`src/rtl/spi_fcs_pkg.sv`:
```
package spi_fcs_pkg;

  localparam int unsigned CNT_W = 4;

  typedef enum logic [2:0] {
    ST_IDLE    = 3'd0,
    ST_COLLECT = 3'd1,
    ST_PROG    = 3'd2,
    ST_READ    = 3'd3,
    ST_RESP    = 3'd4
  } fcs_state_e;

  typedef enum logic [2:0] {
    AOP_NONE   = 3'd0,
    AOP_PROG   = 3'd1,
    AOP_ER4K   = 3'd2,
    AOP_ER32K  = 3'd3,
    AOP_ERBLK  = 3'd4,
    AOP_ERCHIP = 3'd5
  } arr_op_e;

  typedef enum logic [3:0] {
    CL_NOP, CL_WEN, CL_WDIS, CL_STAT, CL_IDENT, CL_WSTAT,
    CL_PROG, CL_READ, CL_ER4K, CL_ER32K, CL_ERBLK, CL_ERCHIP, CL_UNK
  } op_class_e;

  localparam logic [7:0] OPC_NOP        = 8'h00;
  localparam logic [7:0] OPC_WR_STATUS  = 8'h01;
  localparam logic [7:0] OPC_PROG_X1    = 8'h02;
  localparam logic [7:0] OPC_READ_SLOW  = 8'h03;
  localparam logic [7:0] OPC_WR_DISABLE = 8'h04;
  localparam logic [7:0] OPC_RD_STATUS  = 8'h05;
  localparam logic [7:0] OPC_WR_ENABLE  = 8'h06;
  localparam logic [7:0] OPC_READ_FAST  = 8'h0B;
  localparam logic [7:0] OPC_ERASE_SML  = 8'h20;
  localparam logic [7:0] OPC_PROG_X4    = 8'h32;
  localparam logic [7:0] OPC_READ_2OUT  = 8'h3B;
  localparam logic [7:0] OPC_ERASE_MID  = 8'h52;
  localparam logic [7:0] OPC_READ_4OUT  = 8'h6B;
  localparam logic [7:0] OPC_IDENT      = 8'h9F;
  localparam logic [7:0] OPC_PROG_X2    = 8'hA2;
  localparam logic [7:0] OPC_READ_2IO   = 8'hBB;
  localparam logic [7:0] OPC_ERASE_ALL  = 8'hC7;
  localparam logic [7:0] OPC_ERASE_BLK  = 8'hD8;
  localparam logic [7:0] OPC_READ_4IO   = 8'hEB;

  function automatic arr_op_e erase_op(op_class_e c);
    case (c)
      CL_ER4K:  return AOP_ER4K;
      CL_ER32K: return AOP_ER32K;
      CL_ERBLK: return AOP_ERBLK;
      default:  return AOP_NONE;
    endcase
  endfunction

endpackage

```
`src/rtl/fcs_op_decode.sv`:
```
module fcs_op_decode
  import spi_fcs_pkg::*;
#(
  parameter logic [7:0] MFR_ID = 8'h20
) (
  input  logic [7:0]       opc_i,
  output op_class_e        cls_o,
  output logic [CNT_W-1:0] need_o
);

  logic [CNT_W-1:0] dual_io_need;
  logic [CNT_W-1:0] quad_io_need;

  // the wide-I/O mode/dummy length depends on the manufacturer code
  generate
    if (MFR_ID == 8'hEF || MFR_ID == 8'h01) begin : g_short_io
      assign dual_io_need = CNT_W'(4);
      assign quad_io_need = CNT_W'(6);
    end else begin : g_long_io
      assign dual_io_need = CNT_W'(5);
      assign quad_io_need = CNT_W'(8);
    end
  endgenerate

  always_comb begin
    cls_o  = CL_UNK;
    need_o = '0;
    case (opc_i)
      OPC_NOP:        cls_o = CL_NOP;
      OPC_WR_ENABLE:  cls_o = CL_WEN;
      OPC_WR_DISABLE: cls_o = CL_WDIS;
      OPC_RD_STATUS:  cls_o = CL_STAT;
      OPC_IDENT:      cls_o = CL_IDENT;
      OPC_ERASE_ALL:  cls_o = CL_ERCHIP;
      OPC_WR_STATUS: begin cls_o = CL_WSTAT; need_o = CNT_W'(1); end
      OPC_PROG_X1, OPC_PROG_X2, OPC_PROG_X4: begin
        cls_o = CL_PROG; need_o = CNT_W'(3);
      end
      OPC_READ_SLOW: begin cls_o = CL_READ; need_o = CNT_W'(3); end
      OPC_READ_FAST, OPC_READ_2OUT, OPC_READ_4OUT: begin
        cls_o = CL_READ; need_o = CNT_W'(4);
      end
      OPC_READ_2IO:  begin cls_o = CL_READ;  need_o = dual_io_need; end
      OPC_READ_4IO:  begin cls_o = CL_READ;  need_o = quad_io_need; end
      OPC_ERASE_SML: begin cls_o = CL_ER4K;  need_o = CNT_W'(3); end
      OPC_ERASE_MID: begin cls_o = CL_ER32K; need_o = CNT_W'(3); end
      OPC_ERASE_BLK: begin cls_o = CL_ERBLK; need_o = CNT_W'(3); end
      default: ;
    endcase
  end

endmodule

```
`src/rtl/fcs_resp_rom.sv`:
```
module fcs_resp_rom
  import spi_fcs_pkg::*;
#(
  parameter logic [7:0]  MFR_ID = 8'h20,
  parameter logic [15:0] DEV_ID = 16'hBB16,
  parameter logic [15:0] EXT_ID = 16'h0000
) (
  input  logic [CNT_W-1:0] idx_i,
  input  logic             is_id_i,
  input  logic             wen_i,
  output logic [7:0]       byte_o,
  output logic [CNT_W-1:0] len_o
);

  localparam int unsigned ID_LEN = (EXT_ID != 16'h0000) ? 5 : 3;

  logic [7:0] id_byte;

  always_comb begin
    case (idx_i)
      CNT_W'(0): id_byte = MFR_ID;
      CNT_W'(1): id_byte = DEV_ID[15:8];
      CNT_W'(2): id_byte = DEV_ID[7:0];
      CNT_W'(3): id_byte = EXT_ID[15:8];
      CNT_W'(4): id_byte = EXT_ID[7:0];
      default:   id_byte = 8'h00;
    endcase
  end

  assign byte_o = is_id_i ? id_byte : {6'b0, wen_i, 1'b0};
  assign len_o  = is_id_i ? CNT_W'(ID_LEN) : CNT_W'(1);

endmodule

```
`src/rtl/spi_flash_cmd_seq.sv`:
```
module spi_flash_cmd_seq
  import spi_fcs_pkg::*;
#(
  parameter logic [7:0]  MFR_ID = 8'h20,
  parameter logic [15:0] DEV_ID = 16'hBB16,
  parameter logic [15:0] EXT_ID = 16'h0000,
  parameter int unsigned ADDR_W = 24
) (
  input  logic              clk_i,
  input  logic              rst_ni,
  input  logic              cs_ni,
  input  logic              rx_valid_i,
  input  logic [7:0]        rx_byte_i,
  output logic [7:0]        tx_byte_o,
  output logic [ADDR_W-1:0] rd_addr_o,
  input  logic [7:0]        rd_data_i,
  output logic              arr_req_o,
  output logic [2:0]        arr_op_o,
  output logic [ADDR_W-1:0] arr_addr_o,
  output logic [7:0]        arr_wdata_o,
  output logic              err_wp_o,
  output logic              err_unknown_o
);

  localparam int unsigned ABYTES = 3;

  fcs_state_e       state_q;
  op_class_e        cls_q;
  op_class_e        dec_cls;
  logic [CNT_W-1:0] dec_need;
  logic [CNT_W-1:0] need_q;
  logic [CNT_W-1:0] cnt_q;
  logic [CNT_W-1:0] cnt_nxt;
  logic [CNT_W-1:0] resp_len;
  logic [7:0]       resp_byte;
  logic [7:0]       abuf_q [ABYTES];
  logic [23:0]      fin_addr;
  logic [ADDR_W-1:0] addr_q;
  logic             wen_q;
  logic             is_id_q;
  logic             req_q, wp_q, unk_q;
  arr_op_e          op_q;
  logic [ADDR_W-1:0] req_addr_q;
  logic [7:0]       wdata_q;
  logic             take;

  fcs_op_decode #(.MFR_ID(MFR_ID)) u_dec (
    .opc_i  (rx_byte_i),
    .cls_o  (dec_cls),
    .need_o (dec_need)
  );

  fcs_resp_rom #(.MFR_ID(MFR_ID), .DEV_ID(DEV_ID), .EXT_ID(EXT_ID)) u_resp (
    .idx_i   (cnt_q),
    .is_id_i (is_id_q),
    .wen_i   (wen_q),
    .byte_o  (resp_byte),
    .len_o   (resp_len)
  );

  assign take    = rx_valid_i && !cs_ni;
  assign cnt_nxt = cnt_q + 1'b1;
  // third address byte may be the one arriving now
  assign fin_addr = {abuf_q[0], abuf_q[1], (cnt_q == CNT_W'(2)) ? rx_byte_i : abuf_q[2]};

  always_ff @(posedge clk_i or negedge rst_ni) begin
    if (!rst_ni) begin
      state_q    <= ST_IDLE;
      cls_q      <= CL_NOP;
      need_q     <= '0;
      cnt_q      <= '0;
      for (int i = 0; i < ABYTES; i++) abuf_q[i] <= '0;
      addr_q     <= '0;
      wen_q      <= 1'b0;
      is_id_q    <= 1'b0;
      req_q      <= 1'b0;
      wp_q       <= 1'b0;
      unk_q      <= 1'b0;
      op_q       <= AOP_NONE;
      req_addr_q <= '0;
      wdata_q    <= '0;
    end else begin
      req_q <= 1'b0;
      wp_q  <= 1'b0;
      unk_q <= 1'b0;
      if (cs_ni) begin
        state_q <= ST_IDLE;
        cnt_q   <= '0;
      end else if (take) begin
        case (state_q)
          ST_IDLE: begin
            cnt_q <= '0;
            case (dec_cls)
              CL_NOP:  ;
              CL_WEN:  wen_q <= 1'b1;
              CL_WDIS: wen_q <= 1'b0;
              CL_STAT: begin state_q <= ST_RESP; is_id_q <= 1'b0; end
              CL_IDENT: begin state_q <= ST_RESP; is_id_q <= 1'b1; end
              CL_WSTAT: begin
                if (wen_q) begin
                  state_q <= ST_COLLECT;
                  cls_q   <= dec_cls;
                  need_q  <= dec_need;
                end
              end
              CL_ERCHIP: begin
                if (wen_q) begin
                  req_q      <= 1'b1;
                  op_q       <= AOP_ERCHIP;
                  req_addr_q <= '0;
                end else begin
                  wp_q <= 1'b1;
                end
              end
              CL_UNK: unk_q <= 1'b1;
              default: begin
                state_q <= ST_COLLECT;
                cls_q   <= dec_cls;
                need_q  <= dec_need;
              end
            endcase
          end
          ST_COLLECT: begin
            if (cnt_q < CNT_W'(ABYTES)) abuf_q[cnt_q[1:0]] <= rx_byte_i;
            cnt_q <= cnt_nxt;
            if (cnt_nxt == need_q) begin
              cnt_q   <= '0;
              state_q <= ST_IDLE;
              if (need_q >= CNT_W'(ABYTES)) addr_q <= fin_addr[ADDR_W-1:0];
              case (cls_q)
                CL_PROG: state_q <= ST_PROG;
                CL_READ: state_q <= ST_READ;
                CL_ER4K, CL_ER32K, CL_ERBLK: begin
                  if (wen_q) begin
                    req_q      <= 1'b1;
                    op_q       <= erase_op(cls_q);
                    req_addr_q <= fin_addr[ADDR_W-1:0];
                  end else begin
                    wp_q <= 1'b1;
                  end
                end
                CL_WSTAT: wen_q <= 1'b0;
                default: ;
              endcase
            end
          end
          ST_PROG: begin
            req_q      <= 1'b1;
            op_q       <= AOP_PROG;
            req_addr_q <= addr_q;
            wdata_q    <= rx_byte_i;
            wp_q       <= !wen_q;
            addr_q     <= addr_q + 1'b1;
          end
          ST_READ: addr_q <= addr_q + 1'b1;
          ST_RESP: begin
            if (cnt_nxt == resp_len) begin
              cnt_q   <= '0;
              state_q <= ST_IDLE;
            end else begin
              cnt_q <= cnt_nxt;
            end
          end
          default: state_q <= ST_IDLE;
        endcase
      end
    end
  end

  always_comb begin
    case (state_q)
      ST_READ: tx_byte_o = rd_data_i;
      ST_RESP: tx_byte_o = resp_byte;
      default: tx_byte_o = 8'h00;
    endcase
  end

  assign rd_addr_o     = addr_q;
  assign arr_req_o     = req_q;
  assign arr_op_o      = op_q;
  assign arr_addr_o    = req_addr_q;
  assign arr_wdata_o   = wdata_q;
  assign err_wp_o      = wp_q;
  assign err_unknown_o = unk_q;

endmodule

```
`config.mk`:
```
export PLATFORM = sky130hd
export DESIGN_NAME = spi_flash_cmd_seq
export DESIGN_NICKNAME = d
export VERILOG_FILES = /design/src/rtl/spi_fcs_pkg.sv /design/src/rtl/fcs_op_decode.sv /design/src/rtl/fcs_resp_rom.sv /design/src/rtl/spi_flash_cmd_seq.sv
export SDC_FILE = /design/constraint.sdc
export NUM_CORES = 1
export LEC_CHECK = 0
export BUFFER_PORTS_ARGS = -buffer_cell sky130_fd_sc_hd__buf_2
export CORE_ASPECT_RATIO = 0.5
export CORE_MARGIN = 8
export CORE_UTILIZATION = 57
export DETAILED_ROUTE_END_ITERATION = 10
export GPL_TIMING_DRIVEN = 1
export PLACE_DENSITY = 0.88
export SETUP_SLACK_MARGIN = 0.1
export SLEW_MARGIN = 20
export SYNTH_ARGS = -nofsm -noshare
export SYNTH_HDL_FRONTEND = slang
export SYNTH_SLANG_ARGS = --single-unit
```
`constraint.sdc`:
```
create_clock -name clk_i -period 2.95 [get_ports clk_i]
set_input_delay 0.1475 -clock clk_i [delete_from_list [all_inputs] [get_ports clk_i]]
set_output_delay 0.1475 -clock clk_i [all_outputs]
set_load 0.01 [all_outputs]
```
=== After elaboration in Yosys (flattened, before gate mapping) ===
Index checks and enable logic that the tools add are counted.

* Register bits after elaboration: 103
* Input bits: 20
* Output and inout port bits: 70
* Logic and storage cells: 176

* Add/sub/neg operators: 2
* Order comparisons: 4
* Eq/ne operators: 53
* Muxes and demuxes: 66
* Bitwise logic cells: 3
* Reductions and logical operators: 32

{| class="wikitable"
|+ Operators by type and width
! cell !! number
|-
| two-way mux 24 bit || 7
|-
| one-hot mux 24 bit (3 select lines) || 1
|-
| equality test 8 bit, second input constant || 6
|-
| one-hot mux 24 bit (2 select lines) || 1
|-
| one-hot mux 4 bit (12 select lines) || 1
|-
| two-way mux 3 bit || 10
|-
| one-hot mux 3 bit (3 select lines) || 3
|-
| adder 24 x 1 -> 24 bit, second input constant || 1
|-
| bitwise mux 24 bit || 1
|-
| equality test 8 x 3 -> 1 bit, second input constant || 3
|-
| equality test 8 x 6 -> 1 bit, second input constant || 3
|-
| two-way mux 4 bit || 6
|-
| two-way mux 8 bit || 3
|-
| one-hot mux 8 bit (3 select lines) || 1
|-
| equality test 4 x 3 -> 1 bit, second input constant || 5
|-
| equality test 4 bit, second input constant || 5
|-
| one-hot mux 4 bit (5 select lines) || 1
|-
| two-way mux 1 bit || 18
|-
| demux 8 bit (select 2 bit) || 1
|-
| equality test 8 x 2 -> 1 bit, second input constant || 2
|-
| equality test 8 x 7 -> 1 bit, second input constant || 2
|-
| one-hot mux 4 bit (2 select lines) || 2
|-
| one-hot mux 8 bit (2 select lines) || 1
|-
| != test 2 bit, second input constant || 7
|-
| other kinds (44) || 69
|}

=== Depth between registers and ports, before layout ===
* Depth after elaboration: 9
* Mapped depth: 10
* Depth with buffers taken out: 8

=== By module ===
From an unflattened synthesis, not the netlist that was laid out.

* Cell total of the unflattened synthesis: 606
* Area, all modules: 6159.7 um^2

{| class="wikitable"
|+ Modules (own cells, without submodules)
! module !! instances !! cells each !! area an instance (um^2) !! seq. area each (um^2)
|-
| spi_flash_cmd_seq || 1 || 523 || 5609.1 || 2577.5
|-
| fcs_op_decode || 1 || 66 || 427.9 || 0.0
|-
| fcs_resp_rom || 1 || 17 || 122.6 || 0.0
|}

=== Worst setup path after synthesis ===
Ideal clock, no wire load.

* Path type: reg2reg
* Start point: register cnt_q[0]
* End point: register req_addr_q[2] (netlist: arr_addr_o[2])
* Setup time: 0.135 ns
* Arrival: 2.405 ns
* Required time: 2.815 ns
* Setup slack: 0.410 ns
* Cell stages (with the launch flop): 10
* Path buffers: 2
* Period minus slack after synthesis: 2.540 ns
* Cell sequence: dfrtp_1 -> ha_1 -> xor3_1 -> nor3_1 -> a41oi_1 -> o31a_1 -> clkbuf_1 -> clkbuf_1 -> nand2_1 -> o21ai_0

* Longest elaborated chain between the ends: 6
* Elaborated cells between the ends (all ways): 10
* Classes of those cells: add/sub (1); eq/ne (3); mux (5); reduce/logical (1)

{| class="wikitable"
|+ Ends and longest elaborated chain
! what !! line !! text
|-
| from (decl) || spi_flash_cmd_seq.sv:32 || <nowiki>logic [CNT_W-1:0] cnt_q;</nowiki>
|-
| from (signal assigned) || spi_flash_cmd_seq.sv:125 || <nowiki>cnt_q <= cnt_nxt;</nowiki>
|-
| from (signal assigned) || spi_flash_cmd_seq.sv:161 || <nowiki>cnt_q <= cnt_nxt;</nowiki>
|-
| branches (longest 6 deep; another with adder 4 x 1 -> 4 bit) || -- ||
|-
| to (signal assigned) || spi_flash_cmd_seq.sv:137 || <nowiki>req_addr_q <= fin_addr[ADDR_W-1:0];</nowiki>
|-
| to (signal assigned) || spi_flash_cmd_seq.sv:150 || <nowiki>req_addr_q <= addr_q;</nowiki>
|-
| to (decl) || spi_flash_cmd_seq.sv:43 || <nowiki>logic [ADDR_W-1:0] req_addr_q;</nowiki>
|}

Several ways; the timed one is not identified. The select of a mux whose other input is x is not followed.
A chain may end at the register's enable or synchronous reset.

=== Worst setup path after layout ===
* Start point: register cnt_q[1]
* End point: register state_q[0]

* Longest elaborated chain between the ends: 4
* Elaborated cells between the ends (all ways): 6
* Classes of those cells: add/sub (1); eq/ne (4); reduce/logical (1)

{| class="wikitable"
|+ Ends and longest elaborated chain
! what !! line !! text
|-
| adder 4 x 1 -> 4 bit * || spi_flash_cmd_seq.sv:62 || <nowiki>assign cnt_nxt = cnt_q + 1'b1;</nowiki>
|-
| equality test 4 bit (on tied branches) || spi_flash_cmd_seq.sv:157, spi_flash_cmd_seq.sv:126 ||
|-
| != test 3 bit (no line) || -- ||
|-
| AND reduction 6 bit (no line) * || -- ||
|-
| to (signal assigned) || spi_flash_cmd_seq.sv:68 || <nowiki>state_q <= ST_IDLE;</nowiki>
|-
| to (signal assigned) || spi_flash_cmd_seq.sv:159 || <nowiki>state_q <= ST_IDLE;</nowiki>
|-
| to (signal assigned) || spi_flash_cmd_seq.sv:164 || <nowiki>default: state_q <= ST_IDLE;</nowiki>
|-
| to (decl) || spi_flash_cmd_seq.sv:27 || <nowiki>fcs_state_e state_q;</nowiki>
|}

Every way passes the cells marked *; elsewhere a longest branch is shown, timed or not.

==> reports/results.txt <==
largest net degree at the start of global routing - 86
Via density - 6.31
status - finished clean
Root Driver - clkbuf_16
fill cell count - 678
n_diodes - 0
Flop pwr share - 48.4%
Reg area - 0.00258 mm²
CP required - 3200 ps
post-synthesis cell area - 0.00566 mm²
worst-case reg-to-reg path depth - 7
Max clock buf depth - 2
Worst-Margin Slew - 759 ps
Ports - 90
post-layout util - 69.5%
post-placement cell count - 807
drt wl/cell - 18.8 µm
DRT antenna net count - 0
core area - 0.00954 mm²
CTS sink count - 103
commonest non-fill, non-tap cell in the layout - dfrtp_1
dominant cells by area after synthesis - dfrtp_1, mux2_2, o21ai_0
FF-to-FF End - state_q[0]
Tcrit/Tclk final - 90.1%
gr usage total - 23.2%
static leakage - 3.08 nW
first-pass GRT wire length - 25100 µm
Starting Density - 59.4%
DPL Wire Length - 10900 µm
htree depth - 3
Synth cell types - 69
Layout Cells excl Fill - 824
CTS Buf Count - 9
die area - 0.0136 mm²
First DRT Iteration DRCs - 868
Hold Crit Class - input port to flip-flop
Cell Area, Placed - 0.00626 mm²
fin. max-slew vios - 0
hold-critical path depth - 2
Hold EP - state_q[2]
vias in the first global route - 4753
Worst setup SP type - flip-flop
Die Wd - 157 µm
input/output buffers - 89
critical setup path kind - flip-flop to flip-flop
Layout area overhead - 17.0%
worst hold path startpoint - cs_ni
sw frac - 25.1%
Post-synth EDFFs - 0
Mapped Cells - 606
Pre-antenna DRT Iters - 6
CP max FO - 6
Slew HR - 49.4%
commonest cells after routing, fill and taps aside - dfrtp_1, buf_2, nand2_1
fin crit period - 2660 ps
routability cong. - 0.909
RSZ-0062 raised after global routing - false
Net Switching - 827 µW
Site Rows - 25
r2r setup slk - 290 ps
setup TNS - 0 ps
Warnings, synthesis - 0
Post-CTS Setup Inserts - 0
Synth Flop Type - dfrtp_1
Clk pwr share - 41.6%
WL final - 15500 µm
synthesized area per cell - 9.35 µm²
layout cells sized above 1 - 25.5%
hold_ws - 50.2 ps
Int Pwr - 2.46 mW
fin nets - 709
footprint of the multi-input gates - 0.00290 mm²
initial antenna violation count - 0
Die Span Y - 86.5 µm
clock edge transition at the registers on the reported setup and hold paths - 70 ps
final hold violations - 0
clk_lat worst skew - 350 ps
CP endpoint kind - flip-flop
VDD IR max - 0.252 mV
FMAX - 376 MHz
PD cells - 497 mW/mm²
post-synthesis sequential area ratio - 45.5%
Seq cells post-synth - 103
Via Count - 5198
post-synth top area cell - dfrtp_1
Residual DRC - 0
share of the synthesized area in the top cell type - 45.5%
Worst Path Arrival - 2900 ps
Setup violations, final - 0
grt ovf - 0
asr flop ratio synth - 100%
Combinational Power Share - 10.0%
CTS tree - done
Max-cap violations - 0
worst reg2reg startpoint - cnt_q[1]
Clock Skews - 8.05 ps
Final Cell Area - 0.00663 mm²
Syn Nets - 631
==> per-layer routing <==
metal,wire length [µm],global-route usage [%]
met4,209,6.23
met5,0,0
met2,7130,36.5
met1,6560,31.1
met3,1630,6.20
==> worst max-delay path: stages, from the launching register on <==
cell	delay, ps
dfrtp_1	450
ha_1	250
xor3_1	470
nor3_4	240
a211o_1	230
o2111ai_1	200
a2111o_1	430
a221oi_1	290
==> how the worst max path moves through the flow <==
stage / startpoint / to / slack, ps / cells past startpoint
2_1_floorplan: cnt_q[0] / arr_addr_o[2] / 410 / 9
3_3_place_gp: cnt_q[0] / state_q[0] / 310 / 7
3_5_place_dp: cnt_q[0] / state_q[0] / 180 / 7
4_1_cts: cnt_q[0] / state_q[0] / 230 / 7
5_1_grt: cnt_q[1] / rd_addr_o[13] / 140 / 8
6_report: cnt_q[1] / state_q[0] / 290 / 7
==> state kept, by name, indices dropped and copies added (netlist names) <==
signal,count
cnt_q,4
arr_req_o,1
abuf_q,24
arr_wdata_o,8
arr_op_o,3
err_unknown_o,1
rd_addr_o,24
is_id_q,1
cls_q,4
wen_q,1
arr_addr_o,24
need_q,4
state_q,3
err_wp_o,1
==> area by class of cell <==
type	count	share of cell area (%)
multi-input combinational	451	43.8
sequential	103	38.9
timing repair buffer	107	8.89
clock buffer	9	3.40
tap	135	2.55
clock inverter	7	1.77
inverter	12	0.680
==> cells by family after synthesis <==
family / synth area share (%)
AO/OA/AOI/OAI: 21.2
XOR/XNOR: 1.66
multiplexers: 8.59
AND/OR/NAND/NOR: 18.1
flip-flops: 45.5
buffers and inverters: 3.64
adder cells (fa/ha/maj): 1.28
==> power by group through the flow <==
stage | sequential, mW | combinational, mW | clock, mW
final | 1.59 | 0.329 | 1.37
after global routing | 1.61 | 0.364 | 1.43
after CTS | 1.59 | 0.325 | 1.38
after detailed placement | 1.61 | 0.321 | 0
after global placement | 1.61 | 0.308 | 0
after floorplan | 1.59 | 0.186 | 0
==> synthesized netlist by cell type, drive strengths merged, types with 5 or more instances <==
master   count
a21oi       36
a22oi       18
ha           5
nor2        40
nor2b        8
nand2       79
a31oi        6
nor3        15
dfrtp      103
clkbuf      36
nand2b       6
and3         5
nand4        7
mux2i        7
o22ai        9
o21ai       62
a2bb2oi     11
nand3       19
inv         11
mux2        37
==> per-stage QoR <==
step	setup WS [ps]	total power [mW]
2_1_floorplan	410	1.78
3_3_place_gp	306	1.92
3_5_place_dp	180	1.94
4_1_cts	231	3.29
5_1_grt	136	3.41
6_report	293	3.29
==> repair_timing <==
item                                    4_1_cts  5_1_grt
endpoints found under the hold margin         0       83
pin swaps                                     0        1
hold buffers                                  0        1
gates resized for setup                       1        2
cloned                                        0        0
endpoints found under the setup margin        2       41
(Power assumes the default switching activity.)
